==> config.mk <==
export PLATFORM = sky130hd
export DESIGN_NAME = sig_matcher_top
export DESIGN_NICKNAME = d
export VERILOG_FILES = /design/src/rtl/sm_pkg.sv /design/src/rtl/sm_byte_cmp.sv /design/src/rtl/sm_pe_chain.sv /design/src/rtl/sm_alert.sv /design/src/rtl/sig_matcher_top.sv
export SDC_FILE = /design/constraint.sdc
export NUM_CORES = 1
export LEC_CHECK = 0
export ABC_CLOCK_PERIOD_IN_PS = 1900
export BUFFER_PORTS_ARGS = -buffer_cell sky130_fd_sc_hd__buf_2
export CAP_MARGIN = 15
export CORE_MARGIN = 4
export CORE_UTILIZATION = 39
export DETAILED_ROUTE_END_ITERATION = 16
export PLACE_DENSITY = 0.76
export SKIP_LAST_GASP = 1
export SYNTH_ARGS = -nofsm -noshare
export SYNTH_HDL_FRONTEND = slang
export SYNTH_SLANG_ARGS = --single-unit
==> constraint.sdc <==
create_clock -name clk_i -period 1.9 [get_ports clk_i]
set_input_delay 0.38 -clock clk_i [delete_from_list [all_inputs] [get_ports clk_i]]
set_output_delay 0.38 -clock clk_i [all_outputs]
set_load 0.01 [all_outputs]
==> src/rtl/sm_pkg.sv <==
package sm_pkg;
  localparam int unsigned BYTE_W = 8;
  typedef logic [BYTE_W-1:0] byte_t;
endpackage

==> src/rtl/sm_byte_cmp.sv <==
module sm_byte_cmp #(
  parameter int unsigned LANES   = 4,
  parameter int unsigned NUM_SIG = 3,
  parameter int unsigned MAX_LEN = 6,
  parameter logic [NUM_SIG*MAX_LEN*8-1:0] SIG_DATA = '0,
  parameter logic [NUM_SIG*8-1:0]         SIG_LEN  = '0
) (
  input  logic [LANES*8-1:0]               data_i,
  input  logic [LANES-1:0]                 en_i,
  output logic [LANES*NUM_SIG*MAX_LEN-1:0] hit_o
);
  import sm_pkg::*;

  for (genvar l = 0; l < LANES; l++) begin : g_lane
    byte_t lane_b;
    assign lane_b = data_i[l*8 +: 8];
    for (genvar s = 0; s < NUM_SIG; s++) begin : g_sig
      for (genvar k = 0; k < MAX_LEN; k++) begin : g_pos
        localparam byte_t CH = SIG_DATA[(s*MAX_LEN+k)*8 +: 8];
        if (k < int'(SIG_LEN[s*8 +: 8])) begin : g_used
          assign hit_o[(l*NUM_SIG+s)*MAX_LEN+k] = en_i[l] & (lane_b == CH);
        end else begin : g_unused
          assign hit_o[(l*NUM_SIG+s)*MAX_LEN+k] = 1'b0;
        end
      end
    end
  end
endmodule

==> src/rtl/sm_pe_chain.sv <==
module sm_pe_chain #(
  parameter int unsigned LANES   = 4,
  parameter int unsigned MAX_LEN = 6,
  parameter int unsigned LEN     = 3
) (
  input  logic                     clk_i,
  input  logic                     rst_ni,
  input  logic                     valid_i,
  input  logic                     last_i,
  input  logic [LANES-1:0]         en_i,
  input  logic [LANES*MAX_LEN-1:0] hit_i,
  output logic                     match_o
);
  // bit k of a stage: first k+1 signature bytes matched, ending at that lane
  logic [LANES:0][MAX_LEN-1:0] stage;
  logic [MAX_LEN-1:0]          part_q;
  logic [LANES-1:0]            lane_hit;

  always_comb begin
    stage[0] = part_q;
    for (int l = 0; l < LANES; l++) begin
      stage[l+1][0] = hit_i[l*MAX_LEN];
      for (int k = 1; k < MAX_LEN; k++)
        stage[l+1][k] = stage[l][k-1] & hit_i[l*MAX_LEN+k];
    end
  end

  for (genvar l = 0; l < LANES; l++) begin : g_done
    assign lane_hit[l] = stage[l+1][LEN-1];
  end

  assign match_o = valid_i & (|lane_hit);

  always_ff @(posedge clk_i or negedge rst_ni) begin
    if (!rst_ni)                part_q <= '0;
    else if (valid_i && last_i) part_q <= '0;
    else if (valid_i)           part_q <= stage[LANES];
  end

  assert_clear_on_last_R7: assert property (@(posedge clk_i) disable iff (!rst_ni)
    (valid_i && last_i) |=> (part_q == '0));
  assert_hold_when_idle_R6: assert property (@(posedge clk_i) disable iff (!rst_ni)
    !valid_i |=> $stable(part_q));
  assert_match_needs_valid_R4: assert property (@(posedge clk_i) disable iff (!rst_ni)
    !valid_i |-> !match_o);
  assert_masked_word_silent_R5: assert property (@(posedge clk_i) disable iff (!rst_ni)
    (valid_i && en_i == '0) |-> !match_o);
endmodule

==> src/rtl/sm_alert.sv <==
module sm_alert #(
  parameter int unsigned NUM_SIG = 3
) (
  input  logic               clk_i,
  input  logic               rst_ni,
  input  logic [NUM_SIG-1:0] match_i,
  output logic               alert_o
);
  always_ff @(posedge clk_i or negedge rst_ni) begin
    if (!rst_ni) alert_o <= 1'b0;
    else         alert_o <= |match_i;
  end
endmodule

==> src/rtl/sig_matcher_top.sv <==
module sig_matcher_top #(
  parameter int unsigned LANES   = 4,
  parameter int unsigned NUM_SIG = 3,
  parameter int unsigned MAX_LEN = 6,
  // byte k of signature s sits at bits (s*MAX_LEN+k)*8; defaults "l44", "attack", "aa"
  parameter logic [NUM_SIG*MAX_LEN*8-1:0] SIG_DATA =
    {48'h0000_0000_6161, 48'h6B63_6174_7461, 48'h0000_0034_346C},
  parameter logic [NUM_SIG*8-1:0] SIG_LEN = {8'd2, 8'd6, 8'd3}
) (
  input  logic               clk_i,
  input  logic               rst_ni,
  input  logic               valid_i,
  input  logic               last_i,
  input  logic [LANES*8-1:0] data_i,
  input  logic [LANES-1:0]   byte_en_i,
  output logic [NUM_SIG-1:0] match_o,
  output logic               alert_o
);
  localparam int unsigned HIT_W = LANES*NUM_SIG*MAX_LEN;

  logic [HIT_W-1:0]                         hit;
  logic [NUM_SIG-1:0][LANES*MAX_LEN-1:0]    sig_hit;

  sm_byte_cmp #(
    .LANES(LANES), .NUM_SIG(NUM_SIG), .MAX_LEN(MAX_LEN),
    .SIG_DATA(SIG_DATA), .SIG_LEN(SIG_LEN)
  ) u_cmp (
    .data_i(data_i), .en_i(byte_en_i), .hit_o(hit)
  );

  for (genvar s = 0; s < NUM_SIG; s++) begin : g_sig
    for (genvar l = 0; l < LANES; l++) begin : g_lane
      assign sig_hit[s][l*MAX_LEN +: MAX_LEN] = hit[(l*NUM_SIG+s)*MAX_LEN +: MAX_LEN];
    end
    sm_pe_chain #(
      .LANES(LANES), .MAX_LEN(MAX_LEN), .LEN(int'(SIG_LEN[s*8 +: 8]))
    ) u_pe (
      .clk_i(clk_i), .rst_ni(rst_ni), .valid_i(valid_i), .last_i(last_i),
      .en_i(byte_en_i), .hit_i(sig_hit[s]), .match_o(match_o[s])
    );
  end

  sm_alert #(.NUM_SIG(NUM_SIG)) u_alert (
    .clk_i(clk_i), .rst_ni(rst_ni), .match_i(match_o), .alert_o(alert_o)
  );

  assert_alert_after_match_R8: assert property (@(posedge clk_i) disable iff (!rst_ni)
    (|match_o) |=> alert_o);
  assert_alert_quiet_R8: assert property (@(posedge clk_i) disable iff (!rst_ni)
    (match_o == '0) |=> !alert_o);
endmodule

; Word-level counts from Yosys, hierarchy flattened
; Index checks and enable logic that the tools add are counted.
; Widths: inputs -> output; s select.
[totals]
reg_bits = 9
input_bits = 40
[op_classes]
eq_ne = 24
n_mux = 6
n_bitwise = 59
n_reduce_logical = 6
[op_table]
columns = cell, n
row1 = $eq 8x7->1 const B, 20
row2 = $and 1x1->1, 59
row3 = $eq 8x6->1 const B, 4
row4 = $reduce_or 4->1, 3
row5 = $mux 5, 2
row6 = $mux 2, 2
row7 = $reduce_or 3->1, 1
row8 = $mux 1, 2
row9 = $reduce_bool 2->1, 1
row10 = $logic_and 1x1->1, 1

; Logic depth before layout (Yosys ltp)
; Gate-level depths: netlist (run 1).
[logic_depth]
depth_word = 9
ltp_mapped = 6

; Cells and area by module
; A second synthesis (run 1) with hierarchy kept.
[hier_totals]
cells_unflattened = 152
hier_area_um2 = 1262.5
[modules_own_cells]
columns = module, n_inst, cells_each, area_per_inst_um2, seq_area_each_um2
row1 = sm_byte_cmp, 1, 102, 775.7, 0.0
row2 = sm_pe_chain (g_sig[1].u_pe), 1, 31, 279.0, 125.1
row3 = sm_pe_chain (g_sig[0].u_pe), 1, 10, 112.6, 50.0
row4 = sm_pe_chain (g_sig[2].u_pe), 1, 7, 63.8, 25.0
row5 = sm_alert, 1, 2, 31.3, 25.0

; Least setup slack after synthesis (run 1)
; Ideal clock, no wire load.
[synth_path]
kind = input port to output port
startpoint = input port data_i[20]
endpoint = output port match_o[1]
arrival_time_ns = 1.680
required_ns = 1.520
slack_ns = -0.160
cell_stages = 6
cell_sequence = or3b_1 -> or3_4 -> nor4_2 -> o2111ai_1 -> nand2_1 -> buf_4
[synth_via]
elab_chain_cells = 6
word_cells_on_any_way = 9
[synth_lines]
columns = element, line
row1 = start: declaration, sig_matcher_top.sv:14  ; input logic [LANES*8-1:0] data_i,
row2 = $eq 8x7->1, sm_byte_cmp.sv:21  ; assign hit_o[(l*NUM_SIG+s)*MAX_LEN+k] = en_i[l] & (lane_b == CH);
row3 = $and 1x1->1, sm_byte_cmp.sv:21
row4 = $and 1x1->1 (2 in a row), sm_pe_chain.sv:24  ; stage[l+1][k] = stage[l][k-1] & hit_i[l*MAX_LEN+k];
row5 = $reduce_or 4->1 *, sm_pe_chain.sv:32  ; assign match_o = valid_i & (|lane_hit);
row6 = $and 1x1->1 *, sm_pe_chain.sv:32
row7 = end: declaration, sig_matcher_top.sv:16  ; output logic [NUM_SIG-1:0] match_o,
; Every way passes the cells marked *; elsewhere a longest branch is shown, timed or not.

; Worst setup path after layout (run 1)
[layout_path]
startpoint = input port data_i[15]
endpoint = output port match_o[2]
[layout_via]
elab_chain_cells = 5
word_cells_on_any_way = 6
[layout_lines]
columns = element, line
row1 = $eq 8x7->1 *, sm_byte_cmp.sv:21
row2 = $and 1x1->1 *, sm_byte_cmp.sv:21
row3 = $and 1x1->1, sm_pe_chain.sv:24
row4 = $reduce_or 4->1 *, sm_pe_chain.sv:32
row5 = $and 1x1->1 *, sm_pe_chain.sv:32
; Marked as above.

==> parameters.txt, run 1 <==
Parameter                              Value

Pwr
  Power consumption ... 0.4360 mW
  Share of total power consumed by net switching ... 0.2601
  NetSw ... 0.1134 mW
  Internal Pwr Total ... 0.3226 mW
  Sequential fraction of design power ... 0.391
  Leakage power ... 0.6513 nW
  Clock network power share ... 0.282
  Peak supply drop ... 0.0004192 V
  Combinational cell fraction of total power ... 0.327
  Pwr per Cell Area ... 307.0 nW/µm²

STA
  Unrepaired setup endpoints after global routing ... true
  Period utilisation layout ... 1.147
  Worst clock skew on the final layout ... 0.001222 ns
  Final Max Tran Viols ... 0
  Transition time at the pin with the least slew margin ... 0.3635 ns
  Final Hold Violating Endpoints ... 0
  Post-layout min period ... 2.179 ns
  Hold_ws ... 0.4509 ns
  Max Fclk ... 458.9 MHz
  Relative slew margins ... 0.7554
  Setup Viol. Count Final ... 4
  Smallest setup slack after layout ... -0.2794 ns

Route
  Final antenna-violating net count ... 0
  First-pass DRT Iterations ... 4
  Number of vias after detailed routing ... 1106
  DRC violations left ... 0
  Total wire length ... 2972 µm
  Per-cell via count in the routed design ... 5.502
  Final routed wire length divided by cell count ... 14.79 µm
  First-iteration detailed-routing DRC count ... 32

Logic synthesis
  Synth area leaders ... sky130_fd_sc_hd__dfrtp_1 24%, sky130_fd_sc_hd__nand2_1 5.0%, sky130_fd_sc_hd__and4bb_2 4.5%, sky130_fd_sc_hd__nand4b_1 4.2%, sky130_fd_sc_hd__nand4_1 3.8%
  Synthesis-stage register bit count ... 8
  Library cell occupying the most area in the post-synthesis netlist ... sky130_fd_sc_hd__dfrtp_1
  Syn Inst Count ... 98
  Number of enable-type register cells in the synthesized netlist ... 0
  Share of synthesized flip-flops with an asynchronous set or reset ... 1.000
  Commonest register cell after synthesis ... sky130_fd_sc_hd__dfrtp_1
  Most common cell in the synthesized netlist ... sky130_fd_sc_hd__nand2_1
  Net count of the mapped netlist ... 138
  Number of warnings printed during yosys synthesis ... 0
  Post-Syn Area per Cell ... 8.439 µm²
  Count of unique library cells instantiated by Yosys ... 43
  Sequential cell area fraction in the yosys report ... 0.2421
  Area share of the largest cell type after synthesis ... 0.2421
  Leading post-synthesis cells by instance count ... 11 x sky130_fd_sc_hd__nand2_1, 8 x sky130_fd_sc_hd__dfrtp_1, 7 x sky130_fd_sc_hd__inv_1
  Area of the mapped netlist ... 827.0 µm²

Floorplanning
  Placement Rows ... 16
  Total Die Area ... 2921 µm²
  Die W ... 54.05 µm
  Area of the core ... 1982 µm²
  Number of primary I/O pins ... 44
  Starting utilization of the core area ... 0.4173
  Die span in y ... 54.05 µm

Global routing
  All-layer global routing usage ... 0.2237
  Global-route wire length before repair ... 4740 µm
  Vias in the first global route ... 1060
  Initial antenna violation count ... 0
  Residual overflow from global routing ... 0
  Pin count of the biggest net entering global routing ... 11

Hold path
  Endpoint with the worst hold slack ... g_sig[1].u_pe.part_q[0]
  Class of the most critical hold timing path ... input pin to flop
  HP Start ... last_i
  Worst hold path stage count ... 3

Clocking
  CTS buffer count ... 3
  Number of clock sinks ... 8
  Clk_lat worst skew ... 0.24 ns
  Buffer depth of the longest clock path ... 2
  CTS H-Tree Depth ... 1
  Root buffer cell ... sky130_fd_sc_hd__clkbuf_4
  Clock-pin slew of the registers on the worst-case setup and hold paths ... 0.05 ns
  Clock tree from TritonCTS ... built

Critical path
  Setup CP Type ... input pin to output port
  Cell depth of the worst flop-to-flop path ... 10
  CP Data Arrival Time ... 1.80 ns
  Worst reg2reg path startpoint ... g_sig[1].u_pe.part_q[1]
  Top fanout value on the critical path ... 2
  Reg2Reg Capture Point ... u_alert.alert_o
  Endpoint required time on the critical path ... 1.52 ns
  Kind of start point of the critical path ... input pin
  Crit. End Element ... output port
  Minimum setup slack among reg-to-reg paths ... -0.12 ns

Cells and area
  Fraction of layout cells with a size suffix above 1 ... 0.5402
  Final Instance Count excl. Fillers ... 201
  Layout overhead on the synthesized area ... 71.71%
  Post-layout nets ... 216
  Final core utilization ... 0.7165
  Diode count ... 0
  Number of fill cells ... 156

Placed design
  Port Buffers ... 43
  Cell total after placement ... 187
  Estimated wirelength of the detail-placed design ... 2381 µm
  Placer's final routability congestion estimate ... 1.010

Run status
  Violated checks ... setup timing
  Run status ... complete, but fails checks

Job
  Max-cap check violation count ... 0
[area by class of cell]
class	instances	area [µm²]	area share
Clock buffer	3	22.52	0.01586
Timing Repair Buffer	77	508.0	0.3577
Sequential cell	8	200.2	0.1410
Tap cell	27	33.78	0.02379
Multi-Input combinational cell	79	629.4	0.4432
Inverter	7	26.28	0.01850
[cell usage in the layout, fill, tap and decap left out, types with 2 or more instances in the layout]
cell	synthesis	layout
sky130_fd_sc_hd__nand4b_1	4	4
sky130_fd_sc_hd__nand3_1	3	3
sky130_fd_sc_hd__or3_1	2	2
sky130_fd_sc_hd__and3_1	2	2
sky130_fd_sc_hd__and4bb_2	3	3
sky130_fd_sc_hd__dfrtp_1	8	8
sky130_fd_sc_hd__nand2b_1	4	4
sky130_fd_sc_hd__buf_2	1	38
sky130_fd_sc_hd__nand2_1	11	11
sky130_fd_sc_hd__nor4_1	3	3
sky130_fd_sc_hd__buf_4	3	32
sky130_fd_sc_hd__clkbuf_4	0	3
sky130_fd_sc_hd__inv_1	7	7
sky130_fd_sc_hd__or3b_1	2	2
sky130_fd_sc_hd__nor3b_1	2	2
sky130_fd_sc_hd__buf_6	0	6
sky130_fd_sc_hd__nor2_1	3	3
sky130_fd_sc_hd__nor3_1	4	4
sky130_fd_sc_hd__nor2b_1	2	2
sky130_fd_sc_hd__nand4_1	5	5
sky130_fd_sc_hd__o21ai_0	4	3
[worst max-delay path: stages]
cell                        delay (ns)
sky130_fd_sc_hd__buf_6            0.09
sky130_fd_sc_hd__nand4bb_4        0.22
sky130_fd_sc_hd__or4_4            0.51
sky130_fd_sc_hd__a2111oi_4        0.33
sky130_fd_sc_hd__o21ai_2          0.09
sky130_fd_sc_hd__inv_1            0.07
sky130_fd_sc_hd__buf_6            0.10
[through the flow]
step	setup slack, ns	TNS (ns)	area [µm²]
2_1_floorplan	-0.1600	-0.2856	827.0
3_3_place_gp	-0.3217	-0.8198	1221
6_report	-0.2794	-0.9628	1420
3_5_place_dp	-0.3454	-0.9424	1221
4_1_cts	-0.2840	-0.8505	1380
5_1_grt	-0.3445	-1.227	1420
[how the worst max path moves through the flow]
stage	from	to	slack, ns
after floorplan	data_i[20]	match_o[1]	-0.16
after global placement	data_i[20]	match_o[1]	-0.32
after detailed placement	data_i[20]	match_o[1]	-0.35
after CTS	data_i[15]	match_o[2]	-0.28
after global routing	data_i[15]	match_o[2]	-0.34
final	data_i[15]	match_o[2]	-0.28
[state kept, by name, indices dropped and copies added (netlist names)]
| signal | count |
|---|---|
| u_alert.alert_o | 1 |
| g_sig.u_pe.part_q | 7 |
[power by group through the flow]
stage / sequential, mW / combinational [mW] / clock, mW
global placement: 0.174 / 0.120 / 0
detailed placement: 0.174 / 0.124 / 0
global route: 0.170 / 0.155 / 0.138
floorplan: 0.174 / 0.0344 / 0
finish: 0.171 / 0.142 / 0.123
CTS: 0.171 / 0.138 / 0.129
[logic make-up (layout without fill, tap and decap cells)]
logic type	after synthesis	count (layout)	synth area share
DFF	8	8	0.2421
buffers and inverters	11	87	0.06505
and+or+nand+nor	64	64	0.5537
AOI/OAI and AO/OA	15	15	0.1392
[layer usage]
layer | wire length, µm | up-vias | track usage
li1 | - | 536 | -
met3 | 215 | 0 | 0.04986
met2 | 1540 | 50 | 0.4133
met1 | 1216 | 520 | 0.2741
met4 | 0 | 0 | 0.01245
met5 | 0 | - | 0
[what timing repair did]
item / in CTS / in global routing
resized for setup: 10 / 7
hold buffers: 1 / 0
hold endpoints to repair: 8 / 0
setup endpoints to repair: 3 / 4
setup buffers: 8 / 3
pin swaps: 7 / 4
No activity file was read; power rests on OpenSTA's default activity.
==> run 2, diff against run 1 <==
--- a/config.mk
+++ b/config.mk
@@ -6,12 +6,12 @@
 export NUM_CORES = 1
 export LEC_CHECK = 0
 export ABC_CLOCK_PERIOD_IN_PS = 1900
-export BUFFER_PORTS_ARGS = -buffer_cell sky130_fd_sc_hd__buf_2
 export CAP_MARGIN = 15
 export CORE_MARGIN = 4
 export CORE_UTILIZATION = 39
 export DETAILED_ROUTE_END_ITERATION = 16
-export PLACE_DENSITY = 0.76
+export DONT_BUFFER_PORTS = 1
+export PLACE_DENSITY = 0.57
 export SKIP_LAST_GASP = 1
 export SYNTH_ARGS = -nofsm -noshare
 export SYNTH_HDL_FRONTEND = slang
==> run 2 against run 1 <==
Against the previous run:
- the run still ends with setup timing left
- clock skew fell by 0.00089 ns
- final area fell by 34%
- wire length fell by 22%
- core utilization fell by 24 points
- combinational power fell by 68%
- clock-buffer cell count did not move
- die area did not move
- largest cell class unchanged
- sequential share of layout area rose by 7.3 points
- first-iteration DRC count fell by 34%
- sequential cell count did not move
- clock power barely moved
==> parameters.txt, run 2 (synthesis results as in run 1) <==
Parameter                              Value

Floorplanning
  Starting utilization of the core area ... 0.4173
  Number of primary I/O pins ... 44
  Total Die Area ... 2921 µm²
  Area of the core ... 1982 µm²
  Die span in y ... 54.05 µm
  Die W ... 54.05 µm
  Placement Rows ... 16

Route
  Per-cell via count in the routed design ... 6.031
  DRC violations left ... 0
  First-iteration detailed-routing DRC count ... 21
  Final routed wire length divided by cell count ... 17.62 µm
  Total wire length ... 2308 µm
  First-pass DRT Iterations ... 4
  Final antenna-violating net count ... 0
  Number of vias after detailed routing ... 790

Cells and area
  Diode count ... 0
  Final design instance area without fill ... 935.9 µm²
  Multi-input gate area ... 598.1 µm²
  Most frequent standard cell in the layout excluding fill and tap cells ... sky130_fd_sc_hd__nand2_1
  Final Instance Count excl. Fillers ... 131
  Post-layout nets ... 146
  Flip-flop count of the largest register, all copies and words added ... 7
  Storage cell area ... 200.2 µm²
  Top library cells by usage in the layout, fill and taps aside ... 10 x sky130_fd_sc_hd__nand2_1, 8 x sky130_fd_sc_hd__dfrtp_1, 7 x sky130_fd_sc_hd__inv_1, 6 x sky130_fd_sc_hd__buf_4, 5 x sky130_fd_sc_hd__nand4_1
  Fraction of layout cells with a size suffix above 1 ... 0.2212
  Registers with the most flip-flops ... g_sig.u_pe.part_q: 7 flops, u_alert.alert_o: 1 flops
  Largest reg by FF count ... g_sig.u_pe.part_q
  Number of fill cells ... 196
  Layout overhead on the synthesized area ... 13.16%

Global routing
  Residual overflow from global routing ... 0
  Global-route wire length before repair ... 3746 µm
  Gr busiest metal ... met2
  Initial antenna violation count ... 0
  Vias in the first global route ... 860
  All-layer global routing usage ... 0.1787
  Pin count of the biggest net entering global routing ... 12
  Global-route track usage on met1 ... 0.2367
  Met2 global-route usage ... 0.2883
  Global routing met3 resource utilization ... 0.07479

Clocking
  Root buffer cell ... sky130_fd_sc_hd__clkbuf_4
  CTS buffer count ... 3
  Clock tree from TritonCTS ... built
  Number of buffers inserted by post-CTS setup repair ... 0
  CTS H-Tree Depth ... 1
  Buffer depth of the longest clock path ... 2
  Number of clock sinks ... 8
  Clk_lat worst skew ... 0.24 ns
  Clock-pin slew of the registers on the worst-case setup and hold paths ... 0.05 ns

STA
  Hold_ws ... 0.2295 ns
  Transition time at the pin with the least slew margin ... 0.4748 ns
  Max Fclk ... 478.2 MHz
  Final Hold Violating Endpoints ... 0
  Setup Viol. Count Final ... 2
  Period utilisation layout ... 1.101
  Worst clock skew on the final layout ... 0.0003303 ns
  Unrepaired setup endpoints after global routing ... true
  Final Max Tran Viols ... 0
  Smallest setup slack after layout ... -0.1911 ns
  Relative slew margins ... 0.6791
  Post-layout min period ... 2.091 ns

Critical path
  Slowest library cell on the worst path ... sky130_fd_sc_hd__or3_4
  Top fanout value on the critical path ... 3
  Critical Path, Cell by Cell ... or3b_1 > or3_4 > nor4_4 > o2111ai_2 > nand2_2
  Endpoint required time on the critical path ... 1.52 ns
  Max incr delay on CP ... 0.41 ns
  CP Data Arrival Time ... 1.71 ns
  Kind of start point of the critical path ... input pin
  Setup CP Type ... input pin to output port
  Minimum setup slack among reg-to-reg paths ... 0.44 ns
  Crit. End Element ... output port

Job
  Max-cap check violation count ... 0

Placed design
  Post-place setup slack ... -0.2122 ns
  Cell total after placement ... 127
  Port Buffers ... 0
  Estimated wirelength of the detail-placed design ... 1997 µm
  Placer's final routability congestion estimate ... 0.8843
  Post-place instance area ... 878.3 µm²

Pwr
  Pwr per Cell Area ... 360.7 nW/µm²
  Leakage power ... 0.3302 nW
  Peak supply drop ... 0.0003202 V

Run status
  Violated checks ... setup timing
  Run status ... complete, but fails checks

Hold path
  Class of the most critical hold timing path ... input pin to flop
==> run 2: area by class of cell <==
cell class	instances	area share
Multi-Input combinational cell	79	0.6390
Sequential cell	8	0.2139
Timing Repair Buffer	7	0.05882
Tap cell	27	0.03610
Inverter	7	0.02807
Clock buffer	3	0.02406
==> run 2: metal layers <==
metal	part of all wire	routed length [µm]	up-vias
met3	0.12	280	0
met5	0	0	-
met1	0.45	1033	352
met4	0	0	0
li1	-	-	391
met2	0.43	994	47
==> run 2: metrics by stage <==
step	TNS [ns]	utilization	total power [mW]
floorplan	-0.2856	-	0.2080
global placement	-0.3252	0.4432	0.2128
detailed placement	-0.3977	0.4432	0.2136
CTS	-0.3233	0.4722	0.3460
global route	-0.5161	0.4722	0.3625
finish	-0.3181	0.4722	0.3376
==> run 2: report_power, final <==
group	switching, mW	internal [mW]	leakage (nW)
clock network	0.0493	0.0717	0.0138
registers	0.0000279	0.171	0.112
logic	0.0208	0.0250	0.205
total	0.0701	0.267	0.330
==> run 2: worst max-delay path: cells and delay by family <==
family           cells  cell delay [ns]
AO/OA/AOI/OAI        1             0.17
AND/OR/NAND/NOR      4             1.15
==> run 2: final timing paths <==
| path | from | endpoint | cells after the start |
|---|---|---|---|
| worst max register to register | g_sig[1].u_pe.part_q[3] | u_alert.alert_o | 5 |
| worst max-delay path | data_i[20] | match_o[1] | 5 |
| worst min-delay path | data_i[30] | g_sig[0].u_pe.part_q[1] | 1 |
| worst min register to register | g_sig[1].u_pe.part_q[2] | g_sig[1].u_pe.part_q[2] | 1 |
| min in group asynchronous | rst_ni | g_sig[1].u_pe.part_q[4] | 1 |
| max in group asynchronous | rst_ni | g_sig[1].u_pe.part_q[1] | 1 |
==> run 2: timing repair <==
action                                 4_1_cts  5_1_grt
pin swaps                                    4        1
hold buffers                                 1        0
endpoints found under the hold margin        8        0
resized for setup                            4        2
setup endpoints to repair                    3        3
==> run 3, diff against run 2 <==
--- a/config.mk
+++ b/config.mk
@@ -5,7 +5,7 @@
 export SDC_FILE = /design/constraint.sdc
 export NUM_CORES = 1
 export LEC_CHECK = 0
-export ABC_CLOCK_PERIOD_IN_PS = 1900
+export ABC_CLOCK_PERIOD_IN_PS = 1800
 export CAP_MARGIN = 15
 export CORE_MARGIN = 4
 export CORE_UTILIZATION = 39
==> constraint.sdc (replaced) <==
create_clock -name clk_i -period 1.8 [get_ports clk_i]
set_input_delay 0.36 -clock clk_i [delete_from_list [all_inputs] [get_ports clk_i]]
set_output_delay 0.36 -clock clk_i [all_outputs]
set_load 0.01 [all_outputs]
==> run 3 against run 2 <==
Against the previous run:
- critical path depth unchanged
- worst hold slack got worse by 0.021 ns
- clock skew about the same
- via count up 3.7%
- combinational power grew 20%
- die area stayed put
- highest routed layer unchanged
- the flow still finishes with violations (setup timing)
- non-clock buffer count increased by 3
- wire length up 1.4%
- total power up 9.4%
==> parameters.txt, run 3 (synthesis results as in run 1) <==
Parameter                              Value

Run status
  Run status ... complete, but fails checks
  Violated checks ... setup timing

Global routing
  Global-route wire length before repair ... 3719 µm
  Vias in the first global route ... 883
  All-layer global routing usage ... 0.1745
  Pin count of the biggest net entering global routing ... 12
  Residual overflow from global routing ... 0
  Initial antenna violation count ... 0

Cells and area
  Fraction of layout cells with a size suffix above 1 ... 0.2710
  Post-layout nets ... 149
  Final Instance Count excl. Fillers ... 134
  Flip-flop count of the largest register, all copies and words added ... 7
  Final core utilization ... 0.5025
  Largest reg by FF count ... g_sig.u_pe.part_q
  Top library cells by usage in the layout, fill and taps aside ... 10 x sky130_fd_sc_hd__nand2_1, 9 x sky130_fd_sc_hd__buf_4, 8 x sky130_fd_sc_hd__dfrtp_1, 7 x sky130_fd_sc_hd__inv_1, 5 x sky130_fd_sc_hd__nand4_1
  Most frequent standard cell in the layout excluding fill and tap cells ... sky130_fd_sc_hd__nand2_1
  Layout overhead on the synthesized area ... 20.42%
  Diode count ... 0
  Registers with the most flip-flops ... g_sig.u_pe.part_q: 7 flops, u_alert.alert_o: 1 flops

STA
  Setup Viol. Count Final ... 2
  Max Fclk ... 487.5 MHz
  Relative slew margins ... 0.7445
  Unrepaired setup endpoints after global routing ... true
  Final Hold Violating Endpoints ... 0
  Smallest setup slack after layout ... -0.2514 ns
  Worst clock skew on the final layout ... 0.0006572 ns
  Transition time at the pin with the least slew margin ... 0.3825 ns
  Period utilisation layout ... 1.140
  Post-layout min period ... 2.051 ns
  Final Max Tran Viols ... 0

Placed design
  Port Buffers ... 0
  Placer's final routability congestion estimate ... 0.9126
  Estimated wirelength of the detail-placed design ... 2010 µm
  Cell total after placement ... 130

Pwr
  Combinational cell fraction of total power ... 0.149
  Peak supply drop ... 0.0004269 V
  Share of total power consumed by net switching ... 0.2200
  NetSw ... 0.08124 mW
  Pwr per Cell Area ... 370.7 nW/µm²
  Sequential fraction of design power ... 0.488
  Clock network power share ... 0.363
  Internal Pwr Total ... 0.2880 mW
  Leakage power ... 0.3567 nW
  Power consumption ... 0.3692 mW

Route
  Per-cell via count in the routed design ... 6.112
  First-iteration detailed-routing DRC count ... 15
  Number of vias after detailed routing ... 819
  First-pass DRT Iterations ... 4
  Final antenna-violating net count ... 0
  DRC violations left ... 0
  Total wire length ... 2341 µm
  Final routed wire length divided by cell count ... 17.47 µm

Floorplanning
  Placement Rows ... 16
  Die span in y ... 54.05 µm
  Starting utilization of the core area ... 0.4173
  Total Die Area ... 2921 µm²
  Area of the core ... 1982 µm²
  Die W ... 54.05 µm
  Number of primary I/O pins ... 44

Critical path
  Critical Path, Cell by Cell ... or3b_1 > or3_4 > nor4_4 > o2111ai_2 > nand2_2
  Endpoint required time on the critical path ... 1.44 ns
  Cell depth of the worst flop-to-flop path ... 5
  Slowest library cell on the worst path ... sky130_fd_sc_hd__or3_4
  Crit. End Element ... output port
  Max incr delay on CP ... 0.42 ns
  Kind of start point of the critical path ... input pin
  CP Data Arrival Time ... 1.69 ns
  WP depth ... 5
  Minimum setup slack among reg-to-reg paths ... 0.34 ns
  Setup CP Type ... input pin to output port
  Category of cells accounting for the largest share of critical-path delay ... simple AND/OR/NAND/NOR gates
  Crit path buffers/inverters ... 0
  Worst reg2reg path startpoint ... g_sig[1].u_pe.part_q[3]
  Top fanout value on the critical path ... 3
  Reg2Reg Capture Point ... u_alert.alert_o

Clocking
  Clk_lat worst skew ... 0.25 ns
  Number of buffers inserted by post-CTS setup repair ... 0
  Clock-pin slew of the registers on the worst-case setup and hold paths ... 0.05 ns
  Root buffer cell ... sky130_fd_sc_hd__clkbuf_4
  Clock tree from TritonCTS ... built
  Number of clock sinks ... 8
  CTS buffer count ... 3
  CTS H-Tree Depth ... 1
  Buffer depth of the longest clock path ... 2

Hold path
  Class of the most critical hold timing path ... input pin to flop
  Worst hold path stage count ... 1
  Endpoint with the worst hold slack ... g_sig[0].u_pe.part_q[1]
  HP Start ... data_i[30]

Job
  Max-cap check violation count ... 0
## run 3: how the worst max path moves through the flow
stage	startpoint	to	slack (ns)
after global placement	data_i[20]	match_o[1]	-0.23
after detailed placement	data_i[20]	match_o[1]	-0.26
after floorplan	data_i[20]	match_o[1]	-0.22
after global routing	data_i[20]	match_o[1]	-0.29
final	data_i[20]	match_o[1]	-0.25
after CTS	data_i[20]	match_o[1]	-0.27
## run 3: layer usage
metal / wire [µm] / up-vias / GRT usage / part of all wire
met5: 0 / - / 0 / 0
met3: 281 / 0 / 0.06648 / 0.12
met4: 0 / 0 / 0.01660 / 0
met2: 1066 / 50 / 0.2984 / 0.46
li1: - / 398 / - / -
met1: 993 / 371 / 0.2143 / 0.42
## run 3: power groups by stage
| stage | Clock [mW] | Sequential (mW) | Combinational [mW] |
|---|---|---|---|
| floorplan | 0 | 0.183 | 0.0364 |
| global placement | 0 | 0.183 | 0.0451 |
| detailed placement | 0 | 0.183 | 0.0456 |
| CTS | 0.139 | 0.180 | 0.0519 |
| global route | 0.154 | 0.180 | 0.0601 |
| finish | 0.134 | 0.180 | 0.0550 |
## run 3: area by class of cell
class                      instances  area [µm²]
clock buffer                       3       22.52
multi-input combinational         79       635.6
inverter                           7       26.28
sequential                         8       200.2
fill                             192       985.9
tap                               27       33.78
timing repair buffer              10       77.57
## run 3: timing repair
| action | in CTS | in global routing |
|---|---|---|
| pin swaps | 2 | 5 |
| hold buffers | 1 | 0 |
| endpoints found under the hold margin | 8 | 0 |
| endpoints found under the setup margin | 3 | 3 |
| gates cloned | 0 | 0 |
| gates resized for setup | 3 | 9 |
## run 3: through the flow
| stage | setup slack [ns] | hold slack, ns | area, µm² | TNS (ns) |
|---|---|---|---|---|
| 2_1_floorplan | -0.2200 | 0.06441 | 827.0 | -0.4056 |
| 3_3_place_gp | -0.2326 | 0.06465 | 900.9 | -0.4996 |
| 3_5_place_dp | -0.2638 | 0.06460 | 900.9 | -0.5775 |
| 4_1_cts | -0.2668 | 0.2014 | 949.7 | -0.4590 |
| 5_1_grt | -0.2948 | 0.1864 | 996.0 | -0.5443 |
| 6_report | -0.2514 | 0.2082 | 996.0 | -0.4097 |
## run 3: worst register-to-register path, stage by stage, from the launching register on
cell and delay [ns]:
sky130_fd_sc_hd__dfrtp_1 0.35, sky130_fd_sc_hd__or3b_1 0.34, sky130_fd_sc_hd__or3_1 0.30, sky130_fd_sc_hd__o21ai_1 0.14, sky130_fd_sc_hd__nand4_1 0.13, sky130_fd_sc_hd__nand4b_1 0.13
